File: src/rtl/hs_pkg.sv
package hs_pkg;
  typedef enum logic [1:0] {TX_IDLE, TX_SETUP, TX_STROBE, TX_RECOVER} tx_state_e;
  typedef enum logic {RX_IDLE, RX_HOLD} rx_state_e;
endpackage

File: src/rtl/hs_sync.sv
module hs_sync #(
  parameter int          W       = 2,
  parameter int          STAGES  = 2,
  parameter logic [W-1:0] RST_VAL = '1
) (
  input  logic         clk_i,
  input  logic         rst_ni,
  input  logic [W-1:0] d_i,
  output logic [W-1:0] q_o
);
  logic [W-1:0] stage_q [STAGES];

  always_ff @(posedge clk_i or negedge rst_ni) begin
    if (!rst_ni) begin
      for (int i = 0; i < STAGES; i++) stage_q[i] <= RST_VAL;
    end else begin
      stage_q[0] <= d_i;
      for (int i = 1; i < STAGES; i++) stage_q[i] <= stage_q[i-1];
    end
  end

  assign q_o = stage_q[STAGES-1];
endmodule

File: src/rtl/hs_tx.sv
module hs_tx
  import hs_pkg::*;
#(
  parameter int DW        = 8,
  parameter int SETUP_CYC = 1
) (
  input  logic          clk_i,
  input  logic          rst_ni,
  input  logic          en_i,
  input  logic          wr_valid_i,
  input  logic [DW-1:0] wr_data_i,
  output logic          wr_ready_o,
  input  logic          ack_s_i,
  output logic [DW-1:0] data_o,
  output logic          oe_o,
  output logic          avail_n_o
);
  localparam int CW = (SETUP_CYC > 1) ? $clog2(SETUP_CYC) : 1;

  tx_state_e     st_q;
  logic [CW-1:0] cnt_q;
  logic [DW-1:0] data_q;
  logic          oe_q, avail_n_q;

  always_ff @(posedge clk_i or negedge rst_ni) begin
    if (!rst_ni) begin
      st_q      <= TX_IDLE;
      cnt_q     <= '0;
      data_q    <= '0;
      oe_q      <= 1'b0;
      avail_n_q <= 1'b1;
    end else if (!en_i) begin
      st_q      <= TX_IDLE;
      oe_q      <= 1'b0;
      avail_n_q <= 1'b1;
    end else begin
      case (st_q)
        TX_IDLE: if (wr_valid_i && ack_s_i) begin
          data_q <= wr_data_i;
          oe_q   <= 1'b1;
          cnt_q  <= CW'(SETUP_CYC - 1);
          st_q   <= TX_SETUP;
        end
        TX_SETUP: if (cnt_q == '0) begin
          avail_n_q <= 1'b0;
          st_q      <= TX_STROBE;
        end else begin
          cnt_q <= cnt_q - 1'b1;
        end
        // receiver pulled ready low: byte taken
        TX_STROBE: if (!ack_s_i) begin
          avail_n_q <= 1'b1;
          st_q      <= TX_RECOVER;
        end
        // interlock closes when ready returns high
        TX_RECOVER: if (ack_s_i) st_q <= TX_IDLE;
        default: st_q <= TX_IDLE;
      endcase
    end
  end

  assign wr_ready_o = en_i && (st_q == TX_IDLE) && ack_s_i;
  assign data_o     = data_q;
  assign oe_o       = oe_q;
  assign avail_n_o  = avail_n_q;


  tx_data_hold_chk: assert property (@(posedge clk_i) disable iff (!rst_ni)
    !avail_n_q |=> (avail_n_q || $stable(data_q)));

  tx_strobe_driven_chk: assert property (@(posedge clk_i) disable iff (!rst_ni)
    $fell(avail_n_q) |-> oe_q);

  tx_release_on_ack_chk: assert property (@(posedge clk_i) disable iff (!rst_ni)
    $rose(avail_n_q) |-> (!$past(ack_s_i) || !$past(en_i)));

  tx_recover_hold_chk: assert property (@(posedge clk_i) disable iff (!rst_ni)
    (st_q == TX_RECOVER && !ack_s_i) |=> avail_n_q);
endmodule

File: src/rtl/hs_rx.sv
module hs_rx
  import hs_pkg::*;
#(
  parameter int DW = 8
) (
  input  logic          clk_i,
  input  logic          rst_ni,
  input  logic          en_i,
  input  logic          avail_s_i,
  input  logic [DW-1:0] pin_data_i,
  output logic          rd_valid_o,
  output logic [DW-1:0] rd_data_o,
  input  logic          rd_ready_i,
  output logic          accept_o
);
  rx_state_e     st_q;
  logic          avail_d_q, valid_q, accept_q;
  logic [DW-1:0] data_q;
  logic          strobe_fall;

  assign strobe_fall = avail_d_q && !avail_s_i;

  always_ff @(posedge clk_i or negedge rst_ni) begin
    if (!rst_ni) begin
      st_q      <= RX_IDLE;
      avail_d_q <= 1'b1;
      valid_q   <= 1'b0;
      accept_q  <= 1'b1;
      data_q    <= '0;
    end else begin
      avail_d_q <= avail_s_i;
      if (valid_q && rd_ready_i) valid_q <= 1'b0;
      if (!en_i) begin
        st_q     <= RX_IDLE;
        valid_q  <= 1'b0;
        accept_q <= 1'b1;
      end else begin
        case (st_q)
          RX_IDLE: if (strobe_fall) begin
            data_q   <= pin_data_i;
            valid_q  <= 1'b1;
            accept_q <= 1'b0;
            st_q     <= RX_HOLD;
          end
          // back-pressure: stay not-ready until byte consumed and strobe released
          RX_HOLD: if (avail_s_i && !valid_q) begin
            accept_q <= 1'b1;
            st_q     <= RX_IDLE;
          end
          default: st_q <= RX_IDLE;
        endcase
      end
    end
  end

  assign rd_valid_o = valid_q;
  assign rd_data_o  = data_q;
  assign accept_o   = accept_q;


  rx_capture_drops_ready_chk: assert property (@(posedge clk_i) disable iff (!rst_ni)
    $rose(valid_q) |-> $fell(accept_q));

  rx_ready_after_strobe_chk: assert property (@(posedge clk_i) disable iff (!rst_ni)
    $rose(accept_q) |-> ($past(avail_s_i) || !$past(en_i)));

  rx_ready_after_read_chk: assert property (@(posedge clk_i) disable iff (!rst_ni)
    $rose(accept_q) |-> (!$past(valid_q) || !$past(en_i)));
endmodule

File: src/rtl/hs_port.sv
module hs_port #(
  parameter int DW          = 8,
  parameter int SETUP_CYC   = 1,
  parameter int SYNC_STAGES = 2
) (
  input  logic          clk_i,
  input  logic          rst_ni,
  input  logic          dir_out_i,
  input  logic          wr_valid_i,
  input  logic [DW-1:0] wr_data_i,
  output logic          wr_ready_o,
  output logic          rd_valid_o,
  output logic [DW-1:0] rd_data_o,
  input  logic          rd_ready_i,
  input  logic [DW-1:0] pin_data_i,
  output logic [DW-1:0] pin_data_o,
  output logic          pin_oe_o,
  output logic          avail_n_o,
  input  logic          accept_i,
  input  logic          avail_n_i,
  output logic          accept_o
);
  logic [1:0] hs_s;

  hs_sync #(.W(2), .STAGES(SYNC_STAGES), .RST_VAL(2'b11)) u_sync (
    .clk_i (clk_i),
    .rst_ni(rst_ni),
    .d_i   ({accept_i, avail_n_i}),
    .q_o   (hs_s)
  );

  hs_tx #(.DW(DW), .SETUP_CYC(SETUP_CYC)) u_tx (
    .clk_i     (clk_i),
    .rst_ni    (rst_ni),
    .en_i      (dir_out_i),
    .wr_valid_i(wr_valid_i),
    .wr_data_i (wr_data_i),
    .wr_ready_o(wr_ready_o),
    .ack_s_i   (hs_s[1]),
    .data_o    (pin_data_o),
    .oe_o      (pin_oe_o),
    .avail_n_o (avail_n_o)
  );

  hs_rx #(.DW(DW)) u_rx (
    .clk_i     (clk_i),
    .rst_ni    (rst_ni),
    .en_i      (!dir_out_i),
    .avail_s_i (hs_s[0]),
    .pin_data_i(pin_data_i),
    .rd_valid_o(rd_valid_o),
    .rd_data_o (rd_data_o),
    .rd_ready_i(rd_ready_i),
    .accept_o  (accept_o)
  );
endmodule

File: config.mk
export PLATFORM = sky130hd
export DESIGN_NAME = hs_port
export DESIGN_NICKNAME = d
export VERILOG_FILES = /design/src/rtl/hs_pkg.sv /design/src/rtl/hs_sync.sv /design/src/rtl/hs_tx.sv /design/src/rtl/hs_rx.sv /design/src/rtl/hs_port.sv
export SDC_FILE = /design/constraint.sdc
export NUM_CORES = 1
export LEC_CHECK = 0
export BUFFER_PORTS_ARGS = -buffer_cell sky130_fd_sc_hd__buf_2
export CELL_PAD_IN_SITES_DETAIL_PLACEMENT = 0
export CELL_PAD_IN_SITES_GLOBAL_PLACEMENT = 1
export CORE_MARGIN = 2
export CORE_UTILIZATION = 33
export DETAILED_ROUTE_END_ITERATION = 8
export PLACE_DENSITY_LB_ADDON = 0.1
export SYNTH_ARGS = -nofsm -noshare
export SYNTH_HDL_FRONTEND = slang
export SYNTH_SLANG_ARGS = --single-unit
File: constraint.sdc
create_clock -name clk_i -period 1.46 [get_ports clk_i]
set_input_delay 0.438 -clock clk_i [delete_from_list [all_inputs] [get_ports clk_i]]
set_output_delay 0.438 -clock clk_i [all_outputs]
set_load 0.005 [all_outputs]
==> flow_summary.yaml <==
drt:
  wirelength_mm: 2.16
  post_drt_wl_per_cell_um: 11.4
  ant_nets: 0
  first_pass_iters: 4
  drt_iter0_markers: 29
  vias: 830
  via_per_inst: 4.39
  remaining_drc_errors: 0
synthesis:
  syn_nets: 110
  synth.distinct_cells: 20
  ys_async_sr_fraction: 1.00
  synth.top_cell.area_share: 0.456
  ys_ff_latch: 28
  yosys.area.top_type: "dfrtp_1"
  synth_edf_count: 0
  syn_inst: 82
  syn_area_um2: 1150
  synth_ff_type: "dfrtp_1"
  synth-seq-area-share: 0.616
  synth.area.top_cells: "dfrtp_1, dfstp_2, mux2_2"
  postSynthAreaPerCell_um2: 14.1
  yosysWarnings: 0
final_layout:
  diodes: 0
  area_growth_pct: 39.5
  multiInputGateArea_um2: 445
  stdcell_area_um2: 1610
  regArea_um2: 709
  drive_gt1_frac: 0.650
  nNetsFinal: 172
  fillCellCount: 328
  layout.cells.non_filler: 189
floorplan:
  core-area_um2: 3340
  dieArea_um2: 3980
  row_count: 21
  boundaryPins: 44
  die_h_um: 63.1
  start_util: 0.345
  fp.dieW_um: 63.1
clock_network:
  clk_pin_slew_ns: 0.15
  htreeDepth: 1
  clock_path_buffers: 2
  cts_sinks: 28
  clkLatencyLatePin_ns: 0.32
  cts_buffers: 3
  clockRootBuffer: "clkbuf_4"
  tritoncts: "yes"
timing:
  rsz0062_at_grt: "yes"
  timing.final.crit_share: 1.14
  hold_ws_ns: 0.0863
  max_slew_margin: 0.775
  slew_violations: 0
  finalCriticalPeriod_ns: 1.66
  worst_pin_slew_ns: 0.338
  finalSetupViolations: 3
  final-hold-violation-count: 0
  fmax_mhz: 602
  skew_ns: 0.0143
  setup_ws_ns: -0.201
critical_path:
  cp-end-kind: "output port"
  critical-path-max-stage-delay_ns: 0.42
  arrival_ns: 1.22
  cp-start-kind: "flop"
  required_ns: 1.02
  worst-path-buf-inv: 2
  worst-r2r-setup-slack_ns: -0.13
  slowest_stage: "dfrtp_1"
  reg2reg_to: "u_tx.st_q[0]$_DFFE_PN0P_"
  r2r_cells: 8
  critical_path_class: "reg2out"
  worstPathMaxFanout: 2
  path_delay_family: "flip-flops"
  reg2reg_from: "u_tx.st_q[0]$_DFFE_PN0P_"
  crit_chain: "inv_2, ha_4, and3_4, buf_6"
power_and_ir_drop:
  pwr_density_cell_nw_per_um2: 1430
  cellLeakagePower_nw: 0.783
  irDropWorstVdd_v: 0.000619
placement:
  place_ws_ns: -0.00488
  gp_congestion: 0.733
  dp_cells: 178
  place_area_um2: 1490
  post-dp-hpwl_mm: 1.59
  port_buffers: 43
global_routing:
  antenna_found_initial: 0
  grt_util_met1: 0.152
  gr-usage-met3: 0.0321
  grt_pass1_wl_mm: 3.80
  grt_usage: 0.120
  busiest_layer: "met2"
  grt_overflow_total: 0
  grt_pass1_vias: 843
  grtUsageMet2: 0.201
  grt_max_degree: 29
status:
  violations: "setup timing"
  status: "finished, violations left"
worst_hold_path:
  min_path_type: "in2async"
flow_run:
  maxCapViolCount: 0
## cells by family (layout without fill, tap and decap cells)
| kind of cell | after synthesis | count (layout) | synth area share |
|---|---|---|---|
| AOI/OAI and AO/OA | 9 | 9 | 0.0423 |
| adders and majority gates | 5 | 5 | 0.0543 |
| buffers and inverters | 7 | 68 | 0.0293 |
| and+or+nand+nor | 15 | 15 | 0.0847 |
| muxes | 18 | 18 | 0.174 |
| DFF | 28 | 28 | 0.616 |
## worst max-delay path by stage
| stage | endpoint | depth (start not counted) | from | slack, ns |
|---|---|---|---|---|
| 6_report | wr_ready_o | 4 | u_tx.st_q[0]$_DFFE_PN0P_ | -0.20 |
| 5_1_grt | wr_ready_o | 4 | u_tx.st_q[0]$_DFFE_PN0P_ | -0.27 |
| 4_1_cts | wr_ready_o | 4 | u_tx.st_q[1]$_DFFE_PN0P_ | -0.21 |
| 3_5_place_dp | u_tx.st_q[0]$_DFFE_PN0P_ | 6 | u_tx.st_q[0]$_DFFE_PN0P_ | -0.005 |
| 3_3_place_gp | u_tx.st_q[0]$_DFFE_PN0P_ | 6 | u_tx.st_q[0]$_DFFE_PN0P_ | 0.02 |
| 2_1_floorplan | u_tx.data_o[0]$_DFFE_PN0P_ | 5 | u_tx.st_q[0]$_DFFE_PN0P_ | 0.01 |
## layout by cell type, fill, tap and decap left out
cell type	synthesis	layout
buf_2	0	42
dfrtp_1	21	21
mux2_2	16	16
buf_4	0	14
dfstp_2	7	7
nand2_1	5	5
inv_1	6	4
a21oi_1	4	4
ha_1	5	4
o21ai_0	3	3
clkbuf_4	0	3
inv_2	0	2
nor3_1	2	2
nand2b_1	2	2
mux2i_1	2	2
nand2b_4	1	1
nor3_4	1	1
or2_2	1	1
and3_4	0	1
nand2_8	0	1
o21bai_1	1	1
nor2b_1	1	1
a31oi_2	0	1
ha_4	0	1
clkbuf_1	0	1
buf_6	1	1
buf_12	0	1
## state kept, by name, indices dropped and copies added, names as in the netlist
register         flops
u_tx.oe_o            1
u_rx.rd_data_o       8
u_sync.q_o           2
u_tx.avail_n_o       1
u_rx.accept_o        1
u_tx.data_o          8
u_rx.rd_valid_o      1
u_rx.st_q            1
u_tx.st_q            2
u_sync.stage_q       2
u_rx.avail_d_q       1
## cell usage after synthesis (all sizes together), types with 2 or more instances
cell type	instances
o21ai	3
mux2	16
ha	5
nand2b	3
a21oi	4
inv	6
mux2i	2
dfstp	7
nand2	6
dfrtp	21
nor3	3
## power by group
group | total (mW) | internal (mW) | leakage (nW) | switching, mW
clock | 0.316 | 0.107 | 0.0150 | 0.210
sequential | 1.10 | 1.00 | 0.330 | 0.0976
combinational | 0.878 | 0.531 | 0.438 | 0.348
## per-layer routing
layer | wire length [um] | vias up | part of all wire
met5 | 0 | - | 0
met4 | 26 | 0 | 0.012
met3 | 132 | 4 | 0.061
met2 | 1060 | 25 | 0.49
met1 | 935 | 401 | 0.43
li1 | - | 400 | -
## area by class of cell
| type | count | area share |
|---|---|---|
| clock buffer | 4 | 0.0163 |
| tap | 46 | 0.0358 |
| multi-input combinational | 47 | 0.277 |
| sequential | 28 | 0.441 |
| timing repair buffer | 58 | 0.216 |
| inverter | 6 | 0.0140 |
## worst register-to-register path, delay by kind of cell (launching register included)
family / cells / cell delay, ns
AO/OA/AOI/OAI: 1 / 0.25
adder cells (fa/ha/maj): 1 / 0.18
buffers and inverters: 5 / 0.45
flip-flops: 1 / 0.42
multiplexers: 1 / 0.23
## repair_timing
item                                    in CTS  in global routing
buffers inserted                             3                  4
hold buffers                                 0                  0
endpoints found under the setup margin       3                 13
pin swaps                                    2                  1
gates resized for setup                      7                  1
## per-stage QoR
stage,power [mW],util,TNS (ns)
global placement,1.83,0.447,0
CTS,2.26,0.470,-0.288
finish,2.29,0.482,-0.451
global route,2.48,0.482,-0.748
detailed placement,1.84,0.447,-0.00488
floorplan,1.47,-,0
Note: power is estimated with default switching activity, not from simulation.
